<file path="config.mk">
export PLATFORM = sky130hd
export DESIGN_NAME = i2c_cmd_target
export DESIGN_NICKNAME = d
export VERILOG_FILES = /design/src/rtl/i2c_cmd_target.sv
export SDC_FILE = /design/constraint.sdc
export NUM_CORES = 1
export LEC_CHECK = 0
export ABC_AREA = 1
export ABC_CLOCK_PERIOD_IN_PS = 2000
export BUFFER_PORTS_ARGS = -buffer_cell sky130_fd_sc_hd__clkbuf_2
export CELL_PAD_IN_SITES_DETAIL_PLACEMENT = 1
export CELL_PAD_IN_SITES_GLOBAL_PLACEMENT = 2
export CORE_MARGIN = 5
export CORE_UTILIZATION = 34
export DETAILED_ROUTE_END_ITERATION = 10
export GPL_ROUTABILITY_DRIVEN = 1
export PLACE_DENSITY_LB_ADDON = 0.1
export SLEW_MARGIN = 25
export SYNTH_ARGS = -nofsm -noshare
export SYNTH_HDL_FRONTEND = slang
export SYNTH_SLANG_ARGS = --single-unit
</file>
<file path="constraint.sdc">
create_clock -name clk -period 2 [get_ports clk]
set_input_delay 0.2 -clock clk [delete_from_list [all_inputs] [get_ports clk]]
set_output_delay 0.2 -clock clk [all_outputs]
set_load 0.01 [all_outputs]
</file>
<file path="src/rtl/i2c_cmd_target.sv">
module i2c_cmd_target #(
  parameter logic [6:0] DEV_ADDR = 7'h2A,
  parameter int         PG_DELAY = 100000
) (
  input  logic        clk,
  input  logic        rst_n,
  input  logic        pwr_good,
  input  logic        scl_i,
  input  logic        sda_i,
  output logic        sda_oe,
  output logic [7:0]  reg_addr,
  input  logic [15:0] rd_data,
  output logic [15:0] wr_data,
  output logic        wr_strobe,
  output logic [1:0]  wr_count
);

  localparam int PGW = $clog2(PG_DELAY + 1);
  localparam logic [PGW-1:0] PG_MAX = PGW'(PG_DELAY);

  typedef enum logic [2:0] {S_IDLE, S_ADDR, S_CMD, S_WDATA, S_RDATA, S_WAIT} st_t;

  st_t        st;
  logic [2:0] scl_q, sda_q;
  logic [3:0] cnt;
  logic [7:0] sh;
  logic [1:0] idx;
  logic       rw, commit, mnack;
  logic [PGW-1:0] pgc;

  wire scl_s = scl_q[1];
  wire scl_d = scl_q[2];
  wire sda_s = sda_q[1];
  wire sda_d = sda_q[2];
  wire scl_rise = scl_s & ~scl_d;
  wire scl_fall = ~scl_s & scl_d;
  wire start = scl_s & scl_d & sda_d & ~sda_s;
  wire stop  = scl_s & scl_d & ~sda_d & sda_s;
  wire live  = (pgc == PG_MAX) & pwr_good;

  assign wr_count = (reg_addr[7:6] == 2'b00) ? 2'd0 : (reg_addr[7] ? 2'd2 : 2'd1);

  logic [7:0] txb;
  assign txb = (idx == 2'd0) ? rd_data[7:0] :
               (idx == 2'd1 && reg_addr[7]) ? rd_data[15:8] : 8'hFF;

  always_ff @(posedge clk or negedge rst_n) begin
    if (!rst_n) begin
      scl_q <= 3'b111;
      sda_q <= 3'b111;
      pgc   <= '0;
    end else begin
      scl_q <= {scl_q[1:0], scl_i};
      sda_q <= {sda_q[1:0], sda_i};
      if (!pwr_good)          pgc <= '0;
      else if (pgc != PG_MAX) pgc <= pgc + 1'b1;
    end
  end

  always_ff @(posedge clk or negedge rst_n) begin
    if (!rst_n) begin
      st <= S_IDLE; cnt <= '0; sh <= '0; idx <= '0;
      rw <= 1'b0; commit <= 1'b0; mnack <= 1'b0;
      sda_oe <= 1'b0; reg_addr <= '0; wr_data <= '0; wr_strobe <= 1'b0;
    end else begin
      wr_strobe <= 1'b0;
      if (!live) begin
        st <= S_IDLE; sda_oe <= 1'b0; commit <= 1'b0;
      end else if (start) begin
        st <= S_ADDR; cnt <= '0; sda_oe <= 1'b0; commit <= 1'b0;
        idx <= '0; mnack <= 1'b0;
      end else if (stop) begin
        st <= S_IDLE; sda_oe <= 1'b0; commit <= 1'b0;
      end else if (st != S_IDLE && st != S_WAIT) begin
        if (scl_rise) begin
          cnt <= cnt + 4'd1;
          if (st != S_RDATA && cnt < 4'd8) sh <= {sh[6:0], sda_s};
          if (st == S_RDATA && cnt == 4'd8) mnack <= sda_s;
        end else if (scl_fall) begin
          if (cnt == 4'd8) begin
            case (st)
              S_ADDR:
                if (sh[7:1] == DEV_ADDR) begin sda_oe <= 1'b1; rw <= sh[0]; end
                else st <= S_IDLE;
              S_CMD: begin sda_oe <= 1'b1; reg_addr <= sh; end
              S_WDATA:
                if (idx < wr_count) begin
                  sda_oe <= 1'b1;
                  if (idx == 2'd0) wr_data[7:0] <= sh;
                  else             wr_data[15:8] <= sh;
                  if (idx == wr_count - 2'd1) commit <= 1'b1;
                  idx <= idx + 2'd1;
                end
              default: sda_oe <= 1'b0;
            endcase
          end else if (cnt == 4'd9) begin
            cnt <= '0;
            sda_oe <= 1'b0;
            case (st)
              S_ADDR:
                if (rw) begin
                  st <= S_RDATA; sh <= txb; sda_oe <= ~txb[7]; idx <= idx + 2'd1;
                end else st <= S_CMD;
              S_CMD: begin st <= S_WDATA; idx <= '0; end
              S_WDATA:
                if (commit) begin wr_strobe <= 1'b1; commit <= 1'b0; end
              S_RDATA:
                if (mnack) st <= S_WAIT;
                else begin
                  sh <= txb; sda_oe <= ~txb[7];
                  if (idx != 2'd3) idx <= idx + 2'd1;
                end
              default: ;
            endcase
          end else if (st == S_RDATA && cnt != 4'd0) begin
            sh <= {sh[6:0], 1'b0};
            sda_oe <= ~sh[6];
          end
        end
      end
    end
  end

  a_r10_gate_release: assert property (@(posedge clk) disable iff (!rst_n)
    !pwr_good |=> !sda_oe);
  a_r2_drive_on_low: assert property (@(posedge clk) disable iff (!rst_n)
    $rose(sda_oe) |-> !scl_s);
  a_r7_strobe_pulse: assert property (@(posedge clk) disable iff (!rst_n)
    wr_strobe |=> !wr_strobe);
  a_r7_strobe_counted: assert property (@(posedge clk) disable iff (!rst_n)
    wr_strobe |-> wr_count != 2'd0);
  a_r1_stop_idle: assert property (@(posedge clk) disable iff (!rst_n)
    (stop && live) |=> (!sda_oe && st == S_IDLE));
  a_r3_idle_quiet: assert property (@(posedge clk) disable iff (!rst_n)
    (st == S_IDLE || st == S_WAIT) |-> !sda_oe);

endmodule

</file>
==> results_dict.tcl, run 1 <==
set metrics [dict create \
    status "finished, final reports clean" \
    endpoint_kind "register" \
    period_minus_slack_ns 1.927 \
    grt-ovfl-total 0 \
    clock_latency_ns 0.34 \
    grt.total_usage_pct 17.96 \
    grt_pass1_vias 3962 \
    die_x_um 118.9 \
    clockBufferDepth 2 \
    cts_buffers 9 \
    cp-start-kind "register" \
    synth-warning-count 0 \
    leakage_nw 2.596 \
    tightest_slew_ns 0.3909 \
    dp_cells 719 \
    power.density_nw_per_um2 625.8 \
    path_cells "inv_2, nand3_4, inv_4, nor2_4, inv_2, nor2_8, nand2_1, inv_4, nand4_4, buf_6, nand2_1, o21ai_2" \
    place_area_um2 4589 \
    drive_gt1_share_pct 30.77 \
    htree_num_levels 3 \
    syn2layout_area_growth_pct 30.61 \
    antenna_found_initial 0 \
    timing.setup.tns_ns 0 \
    cp.arrival_ns 2.16 \
    critical_path_depth 12 \
    cts.sinks 69 \
    gp_congestion 0.8247 \
    drtIter0Drc 140 \
    slew_violations 0 \
    hold_slack_ns 0.2100 \
    io_buffer_count 48 \
    hold_depth 5 \
    grt_pass1_wl_mm 20.23 \
    min_to "sh[6]" \
    min_from "rd_data[6]" \
    yosys.cell_types.count 36 \
    netlist_area_um2 4034 \
    crit_buf_inv 5 \
    rsz0062_at_grt "yes" \
    cp_slowest_stage_delay_ns 0.56 \
    setup_violations 0 \
    fmax_mhz 518.8 \
    first_pass_iters 4 \
    num_vias 3717 \
    die-area_um2 14140 \
    nNetsFinal 640 \
    cp.required_ns 2.23 \
    irDropWorstVdd_mv 0.4450 \
    postLayoutCellArea_um2 5269 \
    crit_type "reg2reg" \
    reg2reg_slack_ns 0.07 \
    row_count 39 \
    worstRegToRegCells 12 \
    critPathSlowestCell "dfstp_2" \
    period_share_pct 96.37 \
    min_path_type "in2reg" \
    finalHoldViolCount 0 \
    num-fill-cells 1387 \
    antenna_left 0 \
    tritoncts "yes" \
    r2r-start "sda_q[1]" \
    drv_cap 0 \
    fin_worst_skew_ns 0.009904 \
    cp_top_family "simple AND/OR/NAND/NOR gates" \
    ys_ff_latch 69 \
    drcViolationCount 0 \
    dp_hpwl_mm 9.197 \
    pin_count 49 \
    maxSlewHeadroom_pct 73.94 \
    start_util_pct 35.03 \
    drt_wl_total_mm 12.45 \
    clk_pin_slew_ns 0.06 \
    cp_max_fo 7 \
    seq_area_frac_synth_pct 42.99 \
    die_h_um 118.9 \
    post-route-util_pct 45.75 \
    synth_fp_nets 546 \
    avgSynthCellArea_um2 7.879 \
    via_per_inst 4.930 \
    coreArea_um2 11520 \
    layout.cells.non_filler 754 \
    cts_root_buffer "clkbuf_16" \
    n_antenna_cell 0 \
    netlist_instances 512 \
    wire_per_inst_um 16.51 \
    r2r-end "wr_data[1]" \
    grt_max_degree 70 \
]
[area by class of cell]
class                           count  area (µm²)  share of cell area [%]
Clock inverter                      6       86.33                   1.639
Multi-Input combinational cell    362        2118                   40.20
Clock buffer                       10       229.0                   4.346
Tap cell                          143       178.9                   3.396
Timing Repair Buffer               90       633.1                   12.02
Inverter                           74       289.0                   5.486
Sequential cell                    69        1734                   32.91
[cells by family after synthesis]
| logic type | count (synthesis) | share of synthesized area [%] |
|---|---|---|
| and+or+nand+nor | 261 | 31.55 |
| buffers and inverters | 82 | 8.375 |
| AOI/OAI and AO/OA | 80 | 11.54 |
| DFF | 69 | 42.99 |
| adders and majority gates | 13 | 4.032 |
| xor gates and xnor gates | 7 | 1.520 |
[worst max-delay path by stage]
stage	from	to	slack, ns
finish	sda_q[1]	wr_data[1]	0.07
global route	pgc[0]	sh[0]	-0.04
CTS	pgc[0]	wr_data[9]	0.009
detailed placement	cnt[1]	reg_addr[4]	-0.02
global placement	scl_q[1]	reg_addr[7]	0.03
floorplan	reg_addr[7]	idx[0]	0.19
[sequential cells by signal, summed over array words and instances (netlist names), 2 cells and up]
| register | cells |
|---|---|
| pgc | 17 |
| sh | 8 |
| cnt | 4 |
| reg_addr | 8 |
| st | 3 |
| sda_q | 3 |
| wr_data | 16 |
| idx | 2 |
| scl_q | 3 |
[metrics by stage]
| stage | setup WS [ns] | power [mW] |
|---|---|---|
| after global placement | 0.03384 | 1.577 |
| after global routing | -0.03658 | 3.440 |
| after CTS | 0.009252 | 3.343 |
| after detailed placement | -0.02413 | 1.582 |
| final | 0.07255 | 3.297 |
| after floorplan | 0.1883 | 1.502 |
[worst register-to-register path: stages, from the launching register on]
cell,delay [ns]
dfstp_2,0.56
inv_2,0.07
nand3_4,0.07
inv_4,0.07
nor2_4,0.15
inv_2,0.09
nor2_8,0.13
nand2_1,0.10
inv_4,0.12
nand4_4,0.15
buf_6,0.18
nand2_1,0.07
o21ai_2,0.05
[report_power, final]
group,switching (mW),leakage (nW),internal [mW]
sequential,0.0109,0.931,1.41
clock,0.632,0.153,1.09
combinational,0.0945,1.51,0.0560
total,0.737,2.60,2.56
[Yosys cell counts]
library cell  count  area (µm²)
a211oi_1          1       7.510
or2_2             3       18.77
nand4_4           2       42.54
inv_1            64       240.2
nor4_1            2       12.51
nand4_2           1       12.51
nand3_2           6       60.06
and2_1            1       6.260
o21ai_0          29       145.1
dfstp_2           6       157.7
xnor2_1           1       8.760
nor2_1           52       195.2
buf_4             1       7.510
o21ai_1          13       65.06
clkbuf_1          4       15.01
ha_1             13       162.7
nand3_1          40       200.2
inv_2             8       30.03
or2_1             1       6.260
nand2_2           8       50.05
clkinv_2          1       5.000
dfrtp_1          63        1577
nand2_1         114       427.9
a21oi_1          19       95.09
o22ai_1           2       12.51
buf_6             3       33.78
xor2_1            6       52.55
nand3_4           1       17.52
o21ai_2          16       140.1
nor2_4            1       11.26
nand3b_1          1       7.510
nor2_8            3       60.06
nor2_2            4       25.02
nand4_1          11       68.82
nor3_1           10       50.05
inv_4             1       6.260
[per-layer routing]
metal / up-vias / GRT usage [%] / part of all wire (%)
li1: 1843 / - / -
met1: 1801 / 23.26 / 46
met2: 57 / 29.34 / 48
met3: 16 / 4.455 / 4.0
met4: 0 / 6.227 / 1.7
met5: - / 0 / 0
[cells in the final DEF, fill, tap and decap left out, drive strengths merged, types with 3 or more instances in the layout]
| cell type | Yosys | final |
|---|---|---|
| nand2 | 122 | 122 |
| inv | 73 | 74 |
| dfrtp | 63 | 63 |
| nor2 | 60 | 60 |
| clkbuf | 4 | 58 |
| o21ai | 58 | 58 |
| nand3 | 47 | 48 |
| buf | 4 | 39 |
| a21oi | 19 | 19 |
| nand4 | 14 | 14 |
| ha | 13 | 13 |
| nor3 | 10 | 10 |
| xor2 | 6 | 6 |
| dfstp | 6 | 6 |
| or2 | 4 | 4 |
| clkinv | 1 | 3 |
| dlygate4sd3 | 0 | 3 |
[repair_timing]
item / 4_1_cts / 5_1_grt
endpoints found under the hold margin: 65 / 0
setup buffers: 2 / 12
pin swaps: 0 / 9
cloned: 0 / 2
resized for setup: 1 / 40
hold buffers: 3 / 0
endpoints found under the setup margin: 13 / 42
Power figures use the tool's default switching activity.
==> run 2: changes to the inputs <==
- CORE_ASPECT_RATIO: default -> 1.1
==> run 2 against run 1 <==
  * Clock-buffer cell count is the same
  * Fmax grew 1.2%
  * Flip-flop and latch count is the same
  * Sequential share of layout area shrank 0.16 points
  * Combinational power grew 5%
  * Critical endpoint is now wr_data[0]
  * Largest cell class unchanged
==> results_dict.tcl, run 2 (synthesized netlist as in run 1, its figures left out) <==
set metrics [dict create \
    status "finished, final reports clean" \
    cp-start-kind "register" \
    coreArea_um2 11540 \
    irDropWorstVdd_mv 0.3213 \
    maxSlewHeadroom_pct 58.01 \
    period_share_pct 95.19 \
    drt_wl_total_mm 12.64 \
    start_util_pct 34.95 \
    slew_violations 0 \
    die_h_um 124.2 \
    drive_gt1_share_pct 30.84 \
    syn2layout_area_growth_pct 31.23 \
    finalHoldViolCount 0 \
    die_x_um 113.9 \
    cts_buffers 9 \
    antenna_found_initial 0 \
    cp.required_ns 2.21 \
    min_from "rd_data[5]" \
    fmax_mhz 525.3 \
    num-fill-cells 1417 \
    drv_cap 0 \
    fin_worst_skew_ns 0.005577 \
    row_count 41 \
    via_per_inst 4.864 \
    min_path_type "in2reg" \
    dp_hpwl_mm 9.135 \
    regArea_um2 1734 \
    grt_max_degree 33 \
    antenna_left 0 \
    crit_type "reg2reg" \
    drcViolationCount 0 \
    regMostFlops "pgc" \
    setup_violations 0 \
    power.density_nw_per_um2 605.4 \
    hold_slack_ns 0.2432 \
    first_pass_iters 4 \
    r2r-start "pgc[0]" \
    cts.sinks 69 \
    timing.setup.tns_ns 0 \
    tightest_slew_ns 0.6241 \
    tritoncts "yes" \
    leakage_nw 2.618 \
    cts_root_buffer "clkbuf_16" \
    wire_per_inst_um 16.50 \
    cp.arrival_ns 2.12 \
    htree_num_levels 3 \
    final_cell_mix "nand2_1, dfrtp_1, inv_1" \
    period_minus_slack_ns 1.904 \
    grt_pass1_vias 3987 \
    critPathLaunch "pgc[0]" \
    io_buffer_count 48 \
    largestRegisters "pgc (17), wr_data (16)" \
    gp_congestion 0.8154 \
    largest_reg_flops 17 \
    nNetsFinal 645 \
    die-area_um2 14150 \
    clockBufferDepth 2 \
    num_vias 3726 \
    grt.total_usage_pct 17.62 \
    drtIter0Drc 109 \
    clk_pin_slew_ns 0.06 \
    rsz0062_at_grt "yes" \
    pin_count 49 \
    grt_pass1_wl_mm 19.96 \
    multi_input_area_um2 2105 \
    layout_commonest_cell "nand2_1" \
    grt-ovfl-total 0 \
    endpoint_kind "register" \
    cp_max_fo 8 \
    n_antenna_cell 0 \
    clock_latency_ns 0.33 \
]
[run 2: metrics by stage]
step / instances / power, mW / setup slack, ns / utilization [%] / area, µm²
global route: 766 / 3.337 / -0.02553 / 45.86 / 5294
CTS: 745 / 3.230 / 0.04222 / 43.06 / 4970
finish: 766 / 3.205 / 0.09629 / 45.86 / 5294
detailed placement: 726 / 1.590 / -0.07120 / 40.08 / 4626
floorplan: 512 / 1.502 / 0.1883 / - / 4034
global placement: 726 / 1.586 / 0.03927 / 40.08 / 4626
[run 2: final timing paths]
kind / end / cells past startpoint / slack (ns)
hold reg to reg: scl_q[1] / 0 / 0.37
setup reg to reg: wr_data[0] / 13 / 0.1
hold / removal: sh[5] / 5 / 0.24
max in group asynchronous: sda_q[1] / 3 / 1.05
setup / recovery: wr_data[0] / 13 / 0.1
min in group asynchronous: wr_strobe / 2 / 0.36
[run 2: layout make-up]
type                            count  share of cell area, %
Clock buffer                       10                  4.514
Tap cell                          150                  3.545
Clock inverter                      6                  1.182
Sequential cell                    69                  32.76
Multi-Input combinational cell    362                  39.75
Inverter                           74                  5.365
Timing Repair Buffer               95                  12.88
[run 2: metal layers]
layer	track usage, %	vias up	wire (µm)
met4	5.590	0	216
met1	22.12	1814	5640
met5	0	-	0
li1	-	1850	-
met3	4.033	15	395
met2	29.81	47	6388
[run 2: worst max-delay path, cell delays in order, from the launching register on]
cell	delay [ns]
dfrtp_1	0.41
inv_2	0.08
ha_2	0.17
nand2_1	0.05
inv_1	0.06
nand2_2	0.06
nor2_4	0.13
nand3_4	0.11
nor2_8	0.16
buf_6	0.12
nand4_4	0.12
buf_12	0.19
nand2_1	0.07
o21ai_2	0.05
[run 2: power breakdown]
part / internal [mW] / switching (mW) / leakage [nW] / total [mW]
combinational: 0.0617 / 0.0965 / 1.55 / 0.158
sequential: 1.41 / 0.0103 / 0.931 / 1.42
clock: 0.995 / 0.629 / 0.140 / 1.62
total: 2.47 / 0.736 / 2.62 / 3.20
[run 2: repair_timing]
| action | in CTS | in global routing |
|---|---|---|
| resized for setup | 2 | 36 |
| hold buffers | 3 | 0 |
| endpoints found under the hold margin | 27 | 0 |
| cloned | 0 | 2 |
| pin swaps | 0 | 13 |
| endpoints found under the setup margin | 8 | 41 |
| buffers inserted | 0 | 19 |
==> run 3: changes to the inputs <==
- MAX_ROUTING_LAYER: default -> met4
==> run 3 against run 2 <==
  * Setup slack lost 0.00065 ns
  * Final area is the same
  * Final cell count is the same
  * Clock skew is essentially flat
  * Register-to-register slack is essentially flat
  * Via count grew 0.21%
  * Hold slack lost 0.0011 ns
  * Fmax is essentially flat
  * Flip-flop and latch count is the same
  * Clock power is essentially flat
  * Highest routed layer unchanged
  * Global-route usage grew 0.46 points
  * Routed wire length grew 0.21%
==> results_dict.tcl, run 3 (synthesized netlist as in run 1, its figures left out) <==
set metrics [dict create \
    status "finished, final reports clean" \
    largestRegisters "pgc (17), wr_data (16)" \
    cts_root_buffer "clkbuf_16" \
    pin_count 49 \
    grt.total_usage_pct 18.08 \
    syn2layout_area_growth_pct 31.23 \
    setup_violations 0 \
    coreArea_um2 11540 \
    path_cells "inv_2, ha_2, nand2_1, inv_1, nand2_2, nor2_4, nand3_4, nor2_8, buf_6, nand4_4, buf_12, nand2_1, o21ai_2" \
    regMostFlops "pgc" \
    row_count 41 \
    first_pass_iters 4 \
    postLayoutCellArea_um2 5294 \
    dp_hpwl_mm 9.135 \
    cp_max_fo 8 \
    reg2reg_slack_ns 0.1 \
    antenna_found_initial 0 \
    finalHoldViolCount 0 \
    tritoncts "yes" \
    via_per_inst 4.875 \
    crit_type "reg2reg" \
    io_buffer_count 48 \
    drt_wl_total_mm 12.67 \
    cp_common_cell "nand2_1" \
    r2r-start "pgc[0]" \
    clk_pin_slew_ns 0.06 \
    grt_pass1_vias 3982 \
    largest_reg_flops 17 \
    fin_worst_skew_ns 0.005495 \
    cp.arrival_ns 2.12 \
    drv_cap 0 \
    leakage_nw 2.618 \
    gp_congestion 0.8275 \
    layout_commonest_cell "nand2_1" \
    period_share_pct 95.22 \
    cts.sinks 69 \
    worstRegToRegCells 13 \
    htree_num_levels 3 \
    nNetsFinal 645 \
    r2r-end "wr_data[0]" \
    endpoint_kind "register" \
    drcViolationCount 0 \
    wire_per_inst_um 16.54 \
    cp_slowest_stage_delay_ns 0.41 \
    final_cell_mix "nand2_1, dfrtp_1, inv_1" \
    grt_max_degree 33 \
    die-area_um2 14150 \
    hold_depth 5 \
    irDropWorstVdd_mv 0.3213 \
    min_to "sh[5]" \
    place_area_um2 4626 \
    grt_pass1_wl_mm 19.95 \
    clockBufferDepth 2 \
    cp.required_ns 2.21 \
    clock_latency_ns 0.33 \
    fmax_mhz 525.1 \
    num_vias 3734 \
    rsz0062_at_grt "yes" \
    n_antenna_cell 0 \
    cp-start-kind "register" \
    power.density_nw_per_um2 604.6 \
    critPathLaunch "pgc[0]" \
    start_util_pct 34.95 \
    tightest_slew_ns 0.6241 \
    critPathSlowestCell "dfrtp_1" \
    cts_buffers 9 \
    drive_gt1_share_pct 30.84 \
    slew_violations 0 \
    grt-ovfl-total 0 \
    drtIter0Drc 101 \
    maxSlewHeadroom_pct 58.01 \
    die_h_um 124.2 \
    period_minus_slack_ns 1.904 \
    timing.setup.tns_ns 0 \
    die_x_um 113.9 \
    antenna_left 0 \
    min_path_type "in2reg" \
    min_from "rd_data[5]" \
]
-- run 3: timing repair --
item                       CTS  global route
hold endpoints to repair    27             0
resized for setup            2            36
buffers inserted             0            19
setup endpoints to repair    8            41
pin swaps                    0            13
hold buffers                 3             0
cloned                       0             2
-- run 3: worst max-delay path by stage --
stage	endpoint	slack [ns]
CTS	reg_addr[4]	0.04
detailed placement	reg_addr[4]	-0.07
finish	wr_data[0]	0.1
global route	mnack	-0.03
floorplan	idx[0]	0.19
global placement	reg_addr[1]	0.04
-- run 3: final cells by class --
type                       count  area, µm²
clock inverter                 6      62.56
multi-input combinational    362       2105
clock buffer                  10      239.0
timing repair buffer          95      681.9
sequential                    69       1734
tap                          150      187.7
inverter                      74      284.0
fill                        1417       6248
-- run 3: critical path, delay by kind of cell (launching register included) --
family,cells,cell delay (ns)
buf+inv,4,0.45
simple gates,7,0.70
fa+ha+maj,1,0.17
compound gates,1,0.05
flops,1,0.41
-- run 3: stage by stage --
step	hold slack (ns)	cells	total power [mW]	setup slack [ns]	util, %
finish	0.2421	766	3.201	0.09563	45.86
global route	0.2678	766	3.335	-0.02557	45.86
CTS	0.2417	745	3.230	0.04222	43.06
detailed placement	0.1870	726	1.590	-0.07120	40.08
global placement	0.1835	726	1.586	0.03927	40.08
floorplan	-0.09559	512	1.502	0.1883	-
-- run 3: per-layer routing --
layer  share of wire [%]  global-route usage (%)  wire (µm)  vias up
met2                  51                   29.81       6438       49
met1                  45                   22.45       5711     1818
met3                 2.5                   3.353        314       16
li1                    -                       -          -     1851
met4                 1.6                   5.590        204        0
met5                   0                       -          0        -
-- run 3: report_power, final --
part           total [mW]  internal [mW]  switching, mW
combinational       0.158         0.0617         0.0967
sequential           1.42           1.41         0.0103
clock                1.62          0.994          0.625
